### src/rtl/phy_reg_bridge.sv
module phy_reg_bridge #(
  parameter int ADDR_W  = 8,
  parameter int TIMEOUT = 4096,
  parameter int ERR_W   = 16
) (
  input  logic              clk,
  input  logic              rst_n,
  input  logic              bus_wr,
  input  logic [ADDR_W-1:0] bus_addr,
  input  logic [31:0]       bus_wdata,
  output logic [31:0]       bus_rdata,
  input  logic              rx_err,
  output logic              mgmt_req,
  output logic              mgmt_wr,
  output logic [6:0]        mgmt_idx,
  output logic [15:0]       mgmt_wdata,
  input  logic              mgmt_ack,
  input  logic [15:0]       mgmt_rdata
);

  localparam logic [ADDR_W-1:0] A_DATA = ADDR_W'('hB0);
  localparam logic [ADDR_W-1:0] A_CMD  = ADDR_W'('hB4);
  localparam logic [ADDR_W-1:0] A_ERR  = ADDR_W'('h7C);
  localparam logic [30:0]       KEY    = 31'h0000F060;
  localparam int                TMO_W  = $clog2(TIMEOUT + 1);

  typedef enum logic [1:0] {S_IDLE, S_ADR, S_REQ} state_t;

  state_t            state;
  logic [31:0]       data_q;
  logic [6:0]        idx_q;
  logic [15:0]       wdata_q;
  logic              wr_q;
  logic              flag_q;
  logic [TMO_W-1:0]  tmo_cnt;
  logic [ERR_W-1:0]  err_q;

  wire wr_data = bus_wr && bus_addr == A_DATA;
  wire wr_cmd  = bus_wr && bus_addr == A_CMD;
  wire wr_err  = bus_wr && bus_addr == A_ERR;
  wire cmd_ok  = wr_cmd && state == S_IDLE && bus_wdata[30:0] == KEY;
  wire tmo_hit = state == S_REQ && !mgmt_ack && tmo_cnt == TMO_W'(TIMEOUT - 1);
  wire done    = state == S_REQ && (mgmt_ack || tmo_hit);
  wire [15:0] ret = mgmt_ack ? mgmt_rdata : 16'hFFFF;

  always_ff @(posedge clk or negedge rst_n) begin
    if (!rst_n) begin
      state   <= S_IDLE;
      idx_q   <= '0;
      wdata_q <= '0;
      wr_q    <= 1'b0;
      flag_q  <= 1'b0;
      tmo_cnt <= '0;
    end else begin
      case (state)
        S_IDLE: if (cmd_ok) begin
          tmo_cnt <= '0;
          if (bus_wdata[31]) begin
            idx_q  <= data_q[22:16];
            flag_q <= 1'b1;
            if (data_q[31]) begin
              state   <= S_REQ;
              wr_q    <= 1'b1;
              wdata_q <= data_q[15:0];
            end else begin
              state <= S_ADR;
            end
          end else begin
            state  <= S_REQ;
            wr_q   <= 1'b0;
            flag_q <= 1'b0;
          end
        end
        S_ADR: begin
          state  <= S_IDLE;
          flag_q <= 1'b0;
        end
        S_REQ: begin
          tmo_cnt <= tmo_cnt + 1'b1;
          if (done) begin
            state   <= S_IDLE;
            flag_q  <= !wr_q;
            tmo_cnt <= '0;
          end
        end
        default: state <= S_IDLE;
      endcase
    end
  end

  always_ff @(posedge clk or negedge rst_n) begin
    if (!rst_n) data_q <= '0;
    else begin
      if (wr_data) data_q <= bus_wdata;
      if (done && !wr_q) data_q[15:0] <= ret;
    end
  end

  always_ff @(posedge clk or negedge rst_n) begin
    if (!rst_n) err_q <= '0;
    else if (wr_err) err_q <= '0;
    else if (rx_err && !(&err_q)) err_q <= err_q + 1'b1;
  end

  assign mgmt_req   = state == S_REQ;
  assign mgmt_wr    = wr_q;
  assign mgmt_idx   = idx_q;
  assign mgmt_wdata = wdata_q;

  always_comb begin
    bus_rdata = '0;
    if (bus_addr == A_DATA)     bus_rdata = data_q;
    else if (bus_addr == A_CMD) bus_rdata = {flag_q, 31'd0};
    else if (bus_addr == A_ERR) bus_rdata = 32'(err_q);
  end

  p_req_hold_r10: assert property (@(posedge clk) disable iff (!rst_n)
    (mgmt_req && !mgmt_ack && !tmo_hit) |=>
      (mgmt_req && $stable(mgmt_wr) && $stable(mgmt_idx) && $stable(mgmt_wdata)));

  p_wr_done_r3: assert property (@(posedge clk) disable iff (!rst_n)
    (mgmt_req && mgmt_ack && mgmt_wr) |=> (!flag_q && !mgmt_req));

  p_fetch_done_r5: assert property (@(posedge clk) disable iff (!rst_n)
    (mgmt_req && mgmt_ack && !mgmt_wr) |=>
      (flag_q && data_q[15:0] == $past(mgmt_rdata)));

  p_adr_phase_r4: assert property (@(posedge clk) disable iff (!rst_n)
    (state == S_ADR) |=> (!flag_q && !mgmt_req));

  p_bad_cmd_r7: assert property (@(posedge clk) disable iff (!rst_n)
    (state == S_IDLE && wr_cmd && bus_wdata[30:0] != KEY) |=>
      ($stable(flag_q) && !mgmt_req));

  p_busy_ignore_r6: assert property (@(posedge clk) disable iff (!rst_n)
    (mgmt_req && !done && wr_cmd) |=> (mgmt_req && $stable(mgmt_wr) && $stable(flag_q)));

  p_err_clear_r8: assert property (@(posedge clk) disable iff (!rst_n)
    wr_err |=> (err_q == '0));

  p_tmo_read_r9: assert property (@(posedge clk) disable iff (!rst_n)
    (tmo_hit && !mgmt_wr) |=> (!mgmt_req && flag_q && data_q[15:0] == 16'hFFFF));

endmodule

### config.mk
export PLATFORM = sky130hd
export DESIGN_NAME = phy_reg_bridge
export DESIGN_NICKNAME = d
export VERILOG_FILES = /design/src/rtl/phy_reg_bridge.sv
export SDC_FILE = /design/constraint.sdc
export NUM_CORES = 1
export LEC_CHECK = 0
export ABC_AREA = 1
export BUFFER_PORTS_ARGS = -buffer_cell sky130_fd_sc_hd__buf_2
export CAP_MARGIN = 15
export CELL_PAD_IN_SITES_DETAIL_PLACEMENT = 1
export CELL_PAD_IN_SITES_GLOBAL_PLACEMENT = 1
export CORE_MARGIN = 5
export CORE_UTILIZATION = 38
export DETAILED_ROUTE_END_ITERATION = 7
export HOLD_SLACK_MARGIN = 0.12
export PLACE_DENSITY_LB_ADDON = 0.1
export SYNTH_ARGS = -nofsm -noshare
export SYNTH_HDL_FRONTEND = slang
export SYNTH_SLANG_ARGS = --single-unit
### constraint.sdc
create_clock -name clk -period 2.4 [get_ports clk]
set_clock_uncertainty 0.1 [all_clocks]
set_input_delay 0.24 -clock clk [delete_from_list [all_inputs] [get_ports clk]]
set_output_delay 0.24 -clock clk [all_outputs]
set_load 0.1 [all_outputs]
==> summary.txt, run 1 <==
Outcome
  – Outcome: finished, final reports clean

Critical path
  – Setup Crit Path Kind: reg -> reg
  – Critical path's slowest cell: dfrtp_1
  – Largest fanout on the critical path: 17
  – Largest stage delay on the critical path: 0.40 ns
  – CP cell instances: inv_1 > ha_1 > nand2_1 > nand3b_1 > nor2_1 > nand3_1 > nor2_2 > nand2_2 > nand2_1 > nand2_1
  – Data required time at the worst endpoint: 2.53 ns
  – Most common cell on crit path: nand2_1
  – Type of destination of the critical path: flip-flop
  – Critical Path AT: 2.21 ns
  – R2R setup slack: 0.32 ns
  – Kind of start point of the critical path: flip-flop

Drt
  – Vias: 5059
  – Wire length per cell: 16.5 microns
  – DRT iter0 DRCs: 274
  – Antenna Nets Post-Route: 0
  – Iteration count of the initial detailed-routing pass: 4
  – # DRC: 0
  – Final WL: 17.0 mm
  – Vias/cell: roughly 5

Yosys
  – Yosys reg bits: 88
  – Largest family of logic cells by synthesized area: simple AND/OR/NAND/NOR gates
  – Mapped Nets: 767
  – Mapped cell area: 0.00497 sq mm
  – Dominant cell type by area after synthesis: dfrtp_1
  – Yosys top cell area share: 0.443
  – Cells after Synth: 701
  – Post-synthesis adder-cell area fraction: 0.0126
  – XOR/XNOR share of the synthesized area: 0.0300
  – Synthesized area per cell: 7.09 sq um
  – Multiplexer area fraction after synthesis: 0
  – Fraction of the mapped netlist area in compound gates: 0.0640
  – Sequential area share after synthesis: 0.443
  – Post-synth EDFFs: 0
  – Yosys warning count: 0
  – Top post-synthesis cells by area: dfrtp_1 44%, nand2_1 21%, nand3_1 6.5%
  – Number of library cell types mapped by synthesis: 33
  – Synth Flop Type: dfrtp_1
  – Fraction of registers with async set/reset: 1.00
  – Simple-Gate Fraction of Synth Area: 0.358

CTS
  – Root Buffer: clkbuf_16
  – Reg clk slew, reported paths: around 0.06 ns
  – Clk_lat worst skew: around 0.34 ns
  – H-tree depth: 3
  – TritonCTS clock tree: done
  – Num CTS Buffers: 9
  – Total clock sinks: 88
  – Clock buffer depth: 2

STA
  – Max Slew Vio Count: 0
  – Tmin final: 2.08 ns
  – Slew @ Worst Pin: approximately 0.51 ns
  – Worst Slack Setup Final: ~0.32 ns
  – RSZ-0062 raised after global routing: no
  – Final setup fails: 0
  – Final worst path period share: 0.867
  – F_max: roughly 0.48 GHz
  – Worst slew margin: 0.663
  – Final Hold Fails: 0

GRT
  – Vias in the first global route: 5650
  – GR Util All Layers: 0.224
  – Initial antenna violation count: 0
  – GRT overflow: 0
  – First-pass GRT wire length: 28.7 mm
  – Largest net degree at the start of global routing: 67

Place
  – Pre-CTS setup slack: approximately 0.33 ns
  – RD Place Congestion: 0.885
  – HPWL Detailed: roughly 12 mm
  – Count of input and output buffers: between 100 and 150

Cells and area
  – Most frequent cells in the layout: 272 x nand2_1, 88 x dfrtp_1, 84 x buf_2
  – Nets: roughly 920
  – Filler Cell Count: 1627
  – Fraction of layout instances using a drive strength above 1: 0.224
  – Area of the multi-input gates: 0.00237 sq mm
  – Most common cell after layout, fill and taps aside: nand2_1
  – Antenna cell count: 0
  – Flip-flop and latch area: ~0.0022 sq mm
  – Synth-to-layout area growth: 40.9%

Worst hold path
  – Hold Crit Class: in -> reg

Floorplan
  – FP Rows: between 40 and 50
  – Die Width: between 100 and 150 microns
  – Die Y: 124 microns
  – Die area: about 0.015 sq mm
  – Num ports: 118
  – Initial Utilization: 0.390
  – CORE AREA: 0.0127 sq mm

Flow run
  – Max-cap check violation count: 0

Power and ir drop
  – Pwr dens: approximately 560 mW/mm^2
  – LEAKAGE: 0.00367 uW
  – Max VDD drop: approximately 0.32 mV
  – Overall power: just under 4000 uW
-- synthesized netlist by cell type, drive strengths merged, types with 2 or more instances --
library cell  number
a22o               2
buf               20
clkbuf             6
dfrtp             88
ha                 5
inv               85
nand2            275
nand3             66
nand4              9
nor2              52
nor3              16
o21ai             51
or2                2
xnor2              3
xor2              14
-- what timing repair did --
action	4_1_cts	5_1_grt
gates resized for setup	0	0
buffers inserted	0	0
hold buffers	36	0
hold endpoints to repair	117	0
-- final timing paths --
path / to / cells past startpoint / from
setup / recovery: mgmt_wdata[13] / 10 / state[0]
hold / removal: err_q[8] / 3 / rx_err
setup reg to reg: mgmt_wdata[13] / 10 / state[0]
hold reg to reg: mgmt_wdata[14] / 2 / mgmt_wdata[14]
max in group asynchronous: data_q[5] / 3 / rst_n
min in group asynchronous: tmo_cnt[5] / 2 / rst_n
-- through the flow --
stage	cells	TNS, ns	hold slack [ns]	instance area (sq um)	utilization
6_report	1029	0	0.128	7000	0.550
5_1_grt	1029	0	0.133	7000	0.550
4_1_cts	1029	0	0.121	7000	0.550
3_3_place_gp	977	0	0.0708	6320	0.497
2_1_floorplan	701	-2.06	-0.156	5030	-
3_5_place_dp	977	0	0.0675	6320	0.497
-- per-layer routing --
layer	GRT usage	vias up	routed length [microns]
met5	0	-	0
met4	0.0870	0	416
met3	0.0450	28	713
met2	0.381	110	8380
met1	0.279	2440	7440
li1	-	2481	-
-- power breakdown --
group,switching [uW],internal [uW],leakage [uW],total [uW]
clock,608,940,0.000152,1550
combinational,287,219,0.00237,505
sequential,198,1660,0.00114,1860
-- state kept, by name, indices dropped and copies added, names as in the netlist --
register / count
flag_q: 1
mgmt_wdata: 16
state: 2
mgmt_idx: 7
data_q: 32
tmo_cnt: 13
err_q: 16
mgmt_wr: 1
-- critical path, delay by kind of cell, from the launching register on --
kind	cells	cell delay (ns)
AND/OR/NAND/NOR	8	1.12
flip-flops	1	0.40
adder cells (fa/ha/maj)	1	0.24
buffers and inverters	1	0.09
-- area by class of cell --
cell class,instances,share of cell area
inverter,86,0.0461
clock buffer,11,0.0347
sequential,88,0.315
tap,172,0.0307
timing repair buffer,166,0.223
multi-input combinational,501,0.339
clock inverter,5,0.0114
-- logic make-up (layout without fill, tap and decap cells) --
| group | after synthesis | after routing |
|---|---|---|
| and+or+nand+nor | 421 | 421 |
| adders and majority gates | 5 | 5 |
| xor gates and xnor gates | 17 | 17 |
| AOI/OAI and AO/OA | 58 | 58 |
| buffers and inverters | 112 | 268 |
| DFF | 88 | 88 |
(Power assumes the default switching activity.)
==> run 2, diff against run 1 <==
--- a/config.mk
+++ b/config.mk
@@ -11,7 +11,7 @@
 export CELL_PAD_IN_SITES_DETAIL_PLACEMENT = 1
 export CELL_PAD_IN_SITES_GLOBAL_PLACEMENT = 1
 export CORE_MARGIN = 5
-export CORE_UTILIZATION = 38
+export CORE_UTILIZATION = 30
 export DETAILED_ROUTE_END_ITERATION = 7
 export HOLD_SLACK_MARGIN = 0.12
 export PLACE_DENSITY_LB_ADDON = 0.1
==> run 2 against run 1 <==
Effect of this change:
- final cell count rose by 5.6%
- register-to-register slack lost 0.04 ns
- first-iteration DRC count decreased by 46%
- utilization is 12 points lower
- critical path type unchanged
- critical path depth stayed put
==> summary.txt, run 2 (same netlist as run 1, synthesis figures left out) <==
Drt
  – Vias/cell: 4.53 (was 4.92)
  – Final WL: 16.6 mm (was 17.0 mm)
  – DRT iter0 DRCs: 147 (was 274)
  – Vias: 4928 (was 5059)
  – Met3 WL: 550 microns (was 713 microns)
  – Iteration count of the initial detailed-routing pass: 4 (unchanged)
  – Met2 Wirelength: 8.19 mm (was 8.38 mm)
  – Antenna Nets Post-Route: 0 (unchanged)
  – Wire length per cell: 15.3 microns (was 16.5 microns)
  – # DRC: 0 (unchanged)
  – Top sig layer: met4 (unchanged)
  – Met1 wire length: 7.71 mm (was 7.44 mm)

STA
  – Max Slew Vio Count: 0 (unchanged)
  – RSZ-0062 raised after global routing: no (unchanged)
  – Setup TNS: 0 ns (unchanged)
  – Worst slew margin: 0.565 (was 0.663)
  – Final worst path period share: 0.883 (was 0.867)
  – Tmin final: 2.12 ns (was 2.08 ns)
  – Final Hold Fails: 0 (unchanged)
  – Worst hold slack: 0.129 ns (was 0.128 ns)
  – Slew @ Worst Pin: 0.653 ns (was 0.509 ns)
  – F_max: 0.472 GHz (was 0.480 GHz)
  – Final setup fails: 0 (unchanged)

Critical path
  – Largest stage delay on the critical path: 0.40 ns (about the same)
  – Type of destination of the critical path: flip-flop (unchanged)
  – Cell family with most CP delay: simple AND/OR/NAND/NOR gates (unchanged)
  – Most common cell on crit path: nand2_1 (unchanged)
  – Kind of start point of the critical path: flip-flop (unchanged)
  – Critical path's slowest cell: dfrtp_1 (unchanged)
  – CP cell instances: inv_1 > ha_1 > nand2_1 > nand3b_1 > nor2_1 > nand3_1 > nor2_2 > nand2_2 > nand2_1 > nand2_1 (unchanged)
  – CP Buf/Inv Count: 1 (unchanged)
  – Largest fanout on the critical path: 17 (unchanged)
  – Data required time at the worst endpoint: 2.54 ns (was 2.53 ns)
  – Setup Crit Path Kind: reg -> reg (unchanged)
  – Critical Path AT: 2.26 ns (was 2.21 ns)

Cells and area
  – Flip-flop and latch area: 0.00220 sq mm (unchanged)
  – Largest register FFs: 32 (unchanged)
  – Nets: 928 (was 918)
  – Synth-to-layout area growth: 43.4% (was 40.9%)
  – Area of the multi-input gates: 0.00237 sq mm (unchanged)
  – Fraction of layout instances using a drive strength above 1: 0.223 (was 0.224)
  – Antenna cell count: 0 (unchanged)
  – Reg with most FFs: data_q (unchanged)
  – Fin util: 0.434 (was 0.550)
  – Fin area: 0.00712 sq mm (was 0.00700 sq mm)
  – Most common cell after layout, fill and taps aside: nand2_1 (unchanged)
  – Filler Cell Count: 2035 (was 1627)
  – Most frequent cells in the layout: 272 x nand2_1, 88 x dfrtp_1, 84 x buf_2 (unchanged)

CTS
  – TritonCTS clock tree: done (unchanged)
  – H-tree depth: 3 (unchanged)
  – Clk_lat worst skew: 0.35 ns (was 0.34 ns)
  – PostCTS Resize Cnt: 0 (unchanged)
  – Clock buffer depth: 2 (unchanged)
  – Reg clk slew, reported paths: 0.07 ns (was 0.06 ns)
  – Root Buffer: clkbuf_16 (unchanged)
  – Num CTS Buffers: 9 (unchanged)
  – Total clock sinks: 88 (unchanged)

GRT
  – GRT overflow: 0 (unchanged)
  – Initial antenna violation count: 0 (unchanged)
  – Vias in the first global route: 5269 (was 5650)
  – GR Util All Layers: 0.176 (was 0.224)
  – First-pass GRT wire length: 27.5 mm (was 28.7 mm)
  – Largest net degree at the start of global routing: 48 (was 67)

Floorplan
  – Num ports: 118 (unchanged)
  – FP Rows: 47 (was 41)
  – Die Y: 139 microns (was 124 microns)
  – CORE AREA: 0.0164 sq mm (was 0.0127 sq mm)
  – Initial Utilization: 0.303 (was 0.390)
  – Die Width: 139 microns (was 124 microns)
  – Die area: 0.0192 sq mm (was 0.0155 sq mm)

Worst hold path
  – Hold Crit Class: in -> reg (unchanged)

Place
  – Area of placed instances: 0.00637 sq mm (was 0.00632 sq mm)
  – HPWL Detailed: 12.5 mm (was 11.9 mm)
  – Count of input and output buffers: 117 (unchanged)
  – RD Place Congestion: 0.846 (was 0.885)

Power and ir drop
  – Pwr dens: 547 mW/mm^2 (was 558 mW/mm^2)
  – LEAKAGE: 0.00370 uW (was 0.00367 uW)
  – Max VDD drop: 0.342 mV (was 0.323 mV)

Outcome
  – Outcome: finished, final reports clean (unchanged)

Flow run
  – Max-cap check violation count: 0 (unchanged)
-- run 2: cell count changes in the layout (fill, tap and decap cells not counted) --
cell           previous run  this run
clkbuf_1                  1         2
clkbuf_8                  1         0
clkinv_4                  0         1
buf_12                   35        33
buf_4                    11        15
clkinvlp_4                2         1
dlygate4sd3_1            36        44
-- run 2: per-layer routing --
| layer | vias up | GRT usage |
|---|---|---|
| met2 | 81 | 0.301 |
| met3 | 11 | 0.0293 |
| met4 | 0 | 0.0479 |
| li1 | 2503 | - |
| met1 | 2333 | 0.231 |
| met5 | - | 0 |
-- run 2: path summary, 6_finish.rpt --
path                                      end  slack, ns  cells past startpoint    startpoint
worst max-delay path            mgmt_wdata[1]       0.28                     10      state[0]
worst min-delay path                data_q[2]       0.13                      5  bus_wdata[2]
worst max register to register  mgmt_wdata[1]       0.28                     10      state[0]
worst min register to register         flag_q       0.37                      2        flag_q
max in group asynchronous            err_q[8]       1.14                      3         rst_n
min in group asynchronous          tmo_cnt[4]       0.37                      2         rst_n
-- run 2: worst reg2reg max path, cell delays in order, from the launching register on --
cell	delay (ns)
dfrtp_1	0.40
inv_1	0.09
ha_1	0.25
nand2_1	0.07
nand3b_1	0.15
nor2_1	0.13
nand3_1	0.20
nor2_2	0.20
nand2_2	0.23
nand2_1	0.14
nand2_1	0.07
-- run 2: layout make-up --
type                       count  share of cell area
clock buffer                  11              0.0327
clock inverter                 5              0.0114
inverter                      86              0.0453
multi-input combinational    501               0.333
sequential                    88               0.309
tap                          220              0.0387
timing repair buffer         176               0.229
-- run 2: timing repair --
| action | 4_1_cts | 5_1_grt |
|---|---|---|
| hold buffers | 44 | 0 |
| setup buffers | 0 | 0 |
| hold endpoints to repair | 77 | 0 |
-- run 2: per-stage QoR --
step                      instances  total power (uW)  setup slack [ns]
after floorplan                 701              2080            -0.626
final                          1087              3890             0.281
after CTS                      1087              3940             0.261
after global routing           1087              4070            0.0980
after global placement         1027              2310             0.358
after detailed placement       1027              2330             0.294
-- run 2: power by group --
group          switching [uW]  internal (uW)  leakage (uW)
combinational             278            226       0.00241
clock                     621            914      0.000150
sequential                197           1660       0.00114
==> run 3, diff against run 2 <==
--- a/config.mk
+++ b/config.mk
@@ -10,6 +10,7 @@
 export CAP_MARGIN = 15
 export CELL_PAD_IN_SITES_DETAIL_PLACEMENT = 1
 export CELL_PAD_IN_SITES_GLOBAL_PLACEMENT = 1
+export CORE_ASPECT_RATIO = 1.2
 export CORE_MARGIN = 5
 export CORE_UTILIZATION = 30
 export DETAILED_ROUTE_END_ITERATION = 7
==> run 3 against run 2 <==
Effect of this change:
- hold slack worse by 0.0013 ns
- sequential power hardly changed
- largest cell class unchanged
- design area about the same
- via count is 1.4% higher
- worst setup slack got worse by 0.014 ns
- first-iteration DRC count rose by 43%
- critical path type unchanged
- non-clock buffer count is 2 lower
- utilization grew 0.34 points
==> summary.txt, run 3 (same netlist as run 1, synthesis figures left out) <==
Outcome
  – Outcome: finished, final reports clean (unchanged)

GRT
  – GRT overflow: 0 (unchanged)
  – Vias in the first global route: 5418 (was 5269)
  – First-pass GRT wire length: 27.5 mm (about the same)
  – GR Util All Layers: 0.180 (was 0.176)
  – Initial antenna violation count: 0 (unchanged)
  – Largest net degree at the start of global routing: 50 (was 48)

Cells and area
  – Synth-to-layout area growth: 43.3% (was 43.4%)
  – Fraction of layout instances using a drive strength above 1: 0.225 (was 0.223)
  – Reg with most FFs: data_q (unchanged)
  – Largest register FFs: 32 (unchanged)
  – Nets: 926 (was 928)
  – Most frequent cells in the layout: 271 x nand2_1, 88 x dfrtp_1, 84 x buf_2 (was 272 x nand2_1, 88 x dfrtp_1, 84 x buf_2)
  – Fin util: 0.437 (was 0.434)
  – Fin area: 0.00712 sq mm (about the same)
  – Most common cell after layout, fill and taps aside: nand2_1 (unchanged)
  – Antenna cell count: 0 (unchanged)

Critical path
  – Largest fanout on the critical path: 32 (was 17)
  – Largest stage delay on the critical path: 0.42 ns (was 0.40 ns)
  – Most common cell on crit path: nand2_1 (unchanged)
  – CP cell instances: ha_1 > inv_1 > nor2_2 > nand2_1 > nor2_1 > nand2_1 > nand2_2 > nand3_2 > buf_12 > nand3_1 > nand2_1 (was inv_1 > ha_1 > nand2_1 > nand3b_1 > nor2_1 > nand3_1 > nor2_2 > nand2_2 > nand2_1 > nand2_1)
  – Type of destination of the critical path: flip-flop (unchanged)
  – Critical path's slowest cell: dfrtp_1 (unchanged)
  – Data required time at the worst endpoint: 2.54 ns (about the same)
  – Critical Path AT: 2.27 ns (was 2.26 ns)
  – Setup Crit Path Kind: reg -> reg (unchanged)
  – Kind of start point of the critical path: flip-flop (unchanged)

Place
  – Area of placed instances: 0.00637 sq mm (unchanged)
  – Pre-CTS setup slack: 0.0565 ns (was 0.294 ns)
  – HPWL Detailed: 12.6 mm (was 12.5 mm)
  – RD Place Congestion: 0.856 (was 0.846)
  – Count of input and output buffers: 117 (unchanged)

Power and ir drop
  – Power share of the clock group: 0.381 (was 0.394)
  – LEAKAGE: 0.00370 uW (about the same)
  – Switching Share: 0.291 (was 0.281)
  – Seq pwr share: 0.485 (was 0.476)
  – Net switching power: 1110 uW (was 1100 uW)
  – Pint: 2710 uW (was 2800 uW)
  – Logic pwr share: 0.134 (was 0.129)
  – Pwr dens: 536 mW/mm^2 (was 547 mW/mm^2)
  – Max VDD drop: 0.329 mV (was 0.342 mV)

CTS
  – Total clock sinks: 88 (unchanged)
  – H-tree depth: 3 (unchanged)
  – Root Buffer: clkbuf_16 (unchanged)
  – Reg clk slew, reported paths: 0.07 ns (about the same)
  – Clock buffer depth: 2 (unchanged)
  – TritonCTS clock tree: done (unchanged)
  – Num CTS Buffers: 9 (unchanged)
  – Clk_lat worst skew: 0.35 ns (about the same)

Drt
  – Antenna Nets Post-Route: 0 (unchanged)
  – Final WL: 16.7 mm (was 16.6 mm)
  – DRT iter0 DRCs: 210 (was 147)
  – # DRC: 0 (unchanged)
  – Wire length per cell: 15.5 microns (was 15.3 microns)
  – Iteration count of the initial detailed-routing pass: 4 (unchanged)
  – Vias/cell: 4.64 (was 4.53)
  – Vias: 4997 (was 4928)

STA
  – F_max: 0.469 GHz (was 0.472 GHz)
  – Tmin final: 2.13 ns (was 2.12 ns)
  – Final setup fails: 0 (unchanged)
  – Setup TNS: 0 ns (unchanged)
  – Final worst path period share: 0.889 (was 0.883)
  – Slew @ Worst Pin: 0.687 ns (was 0.653 ns)
  – Final Hold Fails: 0 (unchanged)
  – Worst Slack Setup Final: 0.266 ns (was 0.281 ns)
  – RSZ-0062 raised after global routing: no (unchanged)
  – Worst slew margin: 0.542 (was 0.565)
  – Max Slew Vio Count: 0 (unchanged)

Floorplan
  – FP Rows: 51 (was 47)
  – CORE AREA: 0.0163 sq mm (was 0.0164 sq mm)
  – Die area: 0.0192 sq mm (about the same)
  – Die Y: 151 microns (was 139 microns)
  – Num ports: 118 (unchanged)
  – Initial Utilization: 0.305 (was 0.303)
  – Die Width: 127 microns (was 139 microns)

Worst hold path
  – Hold Crit Class: in -> reg (unchanged)

Flow run
  – Max-cap check violation count: 0 (unchanged)
==> run 3: cell count changes in the layout (fill, tap and decap cells not counted), moves of 2 or more <==
cell	before	now
clkbuf_1	2	0
buf_4	15	11
inv_6	0	2
buf_12	33	35
==> run 3: power by group through the flow <==
stage / Sequential [uW] / Clock (uW) / Combinational [uW]
after CTS: 1850 / 1500 / 518
after global routing: 1870 / 1560 / 588
final: 1850 / 1460 / 511
after global placement: 1870 / 0 / 428
after floorplan: 1790 / 0 / 289
after detailed placement: 1880 / 0 / 459
==> run 3: through the flow <==
step | total power (uW) | hold WS, ns | cells
after floorplan | 2080 | -0.156 | 701
after CTS | 3870 | 0.120 | 1077
after global routing | 4020 | 0.139 | 1077
after detailed placement | 2340 | 0.229 | 1017
after global placement | 2300 | 0.230 | 1017
final | 3820 | 0.128 | 1077
==> run 3: worst max-delay path: cells and delay by family (launching register included) <==
family / cells / cell delay (ns)
simple gates: 8 / 0.95
buf+inv: 2 / 0.28
flops: 1 / 0.42
fa+ha+maj: 1 / 0.28
==> run 3: repair_timing <==
action / 4_1_cts / 5_1_grt
hold buffers: 44 / 0
gates resized for setup: 0 / 3
buffers inserted: 0 / 0
setup endpoints to repair: 0 / 27
hold endpoints to repair: 80 / 0
==> run 3: cell type report <==
cell class                      count  area (sq um)
Multi-Input combinational cell    501          2380
Tap cell                          212           265
Sequential cell                    88          2200
Clock buffer                        9           225
Timing Repair Buffer              174          1640
Fill cell                        2012          9150
Clock inverter                      7          77.6
Inverter                           86           325
==> run 3: layer usage <==
layer	GRT usage	wire length, microns
met5	0	0
met3	0.0321	637
met4	0.0494	219
met1	0.222	7350
met2	0.322	8520
==> run 3: worst paths after layout <==
path,to,from,cells past startpoint,slack [ns]
min in group asynchronous,tmo_cnt[5],rst_n,2,0.37
max in group asynchronous,mgmt_wdata[11],rst_n,3,1.17
hold / removal,data_q[13],bus_wdata[13],5,0.13
setup reg to reg,data_q[1],tmo_cnt[0],11,0.27
hold reg to reg,mgmt_wdata[11],mgmt_wdata[11],2,0.37
setup / recovery,data_q[1],tmo_cnt[0],11,0.27
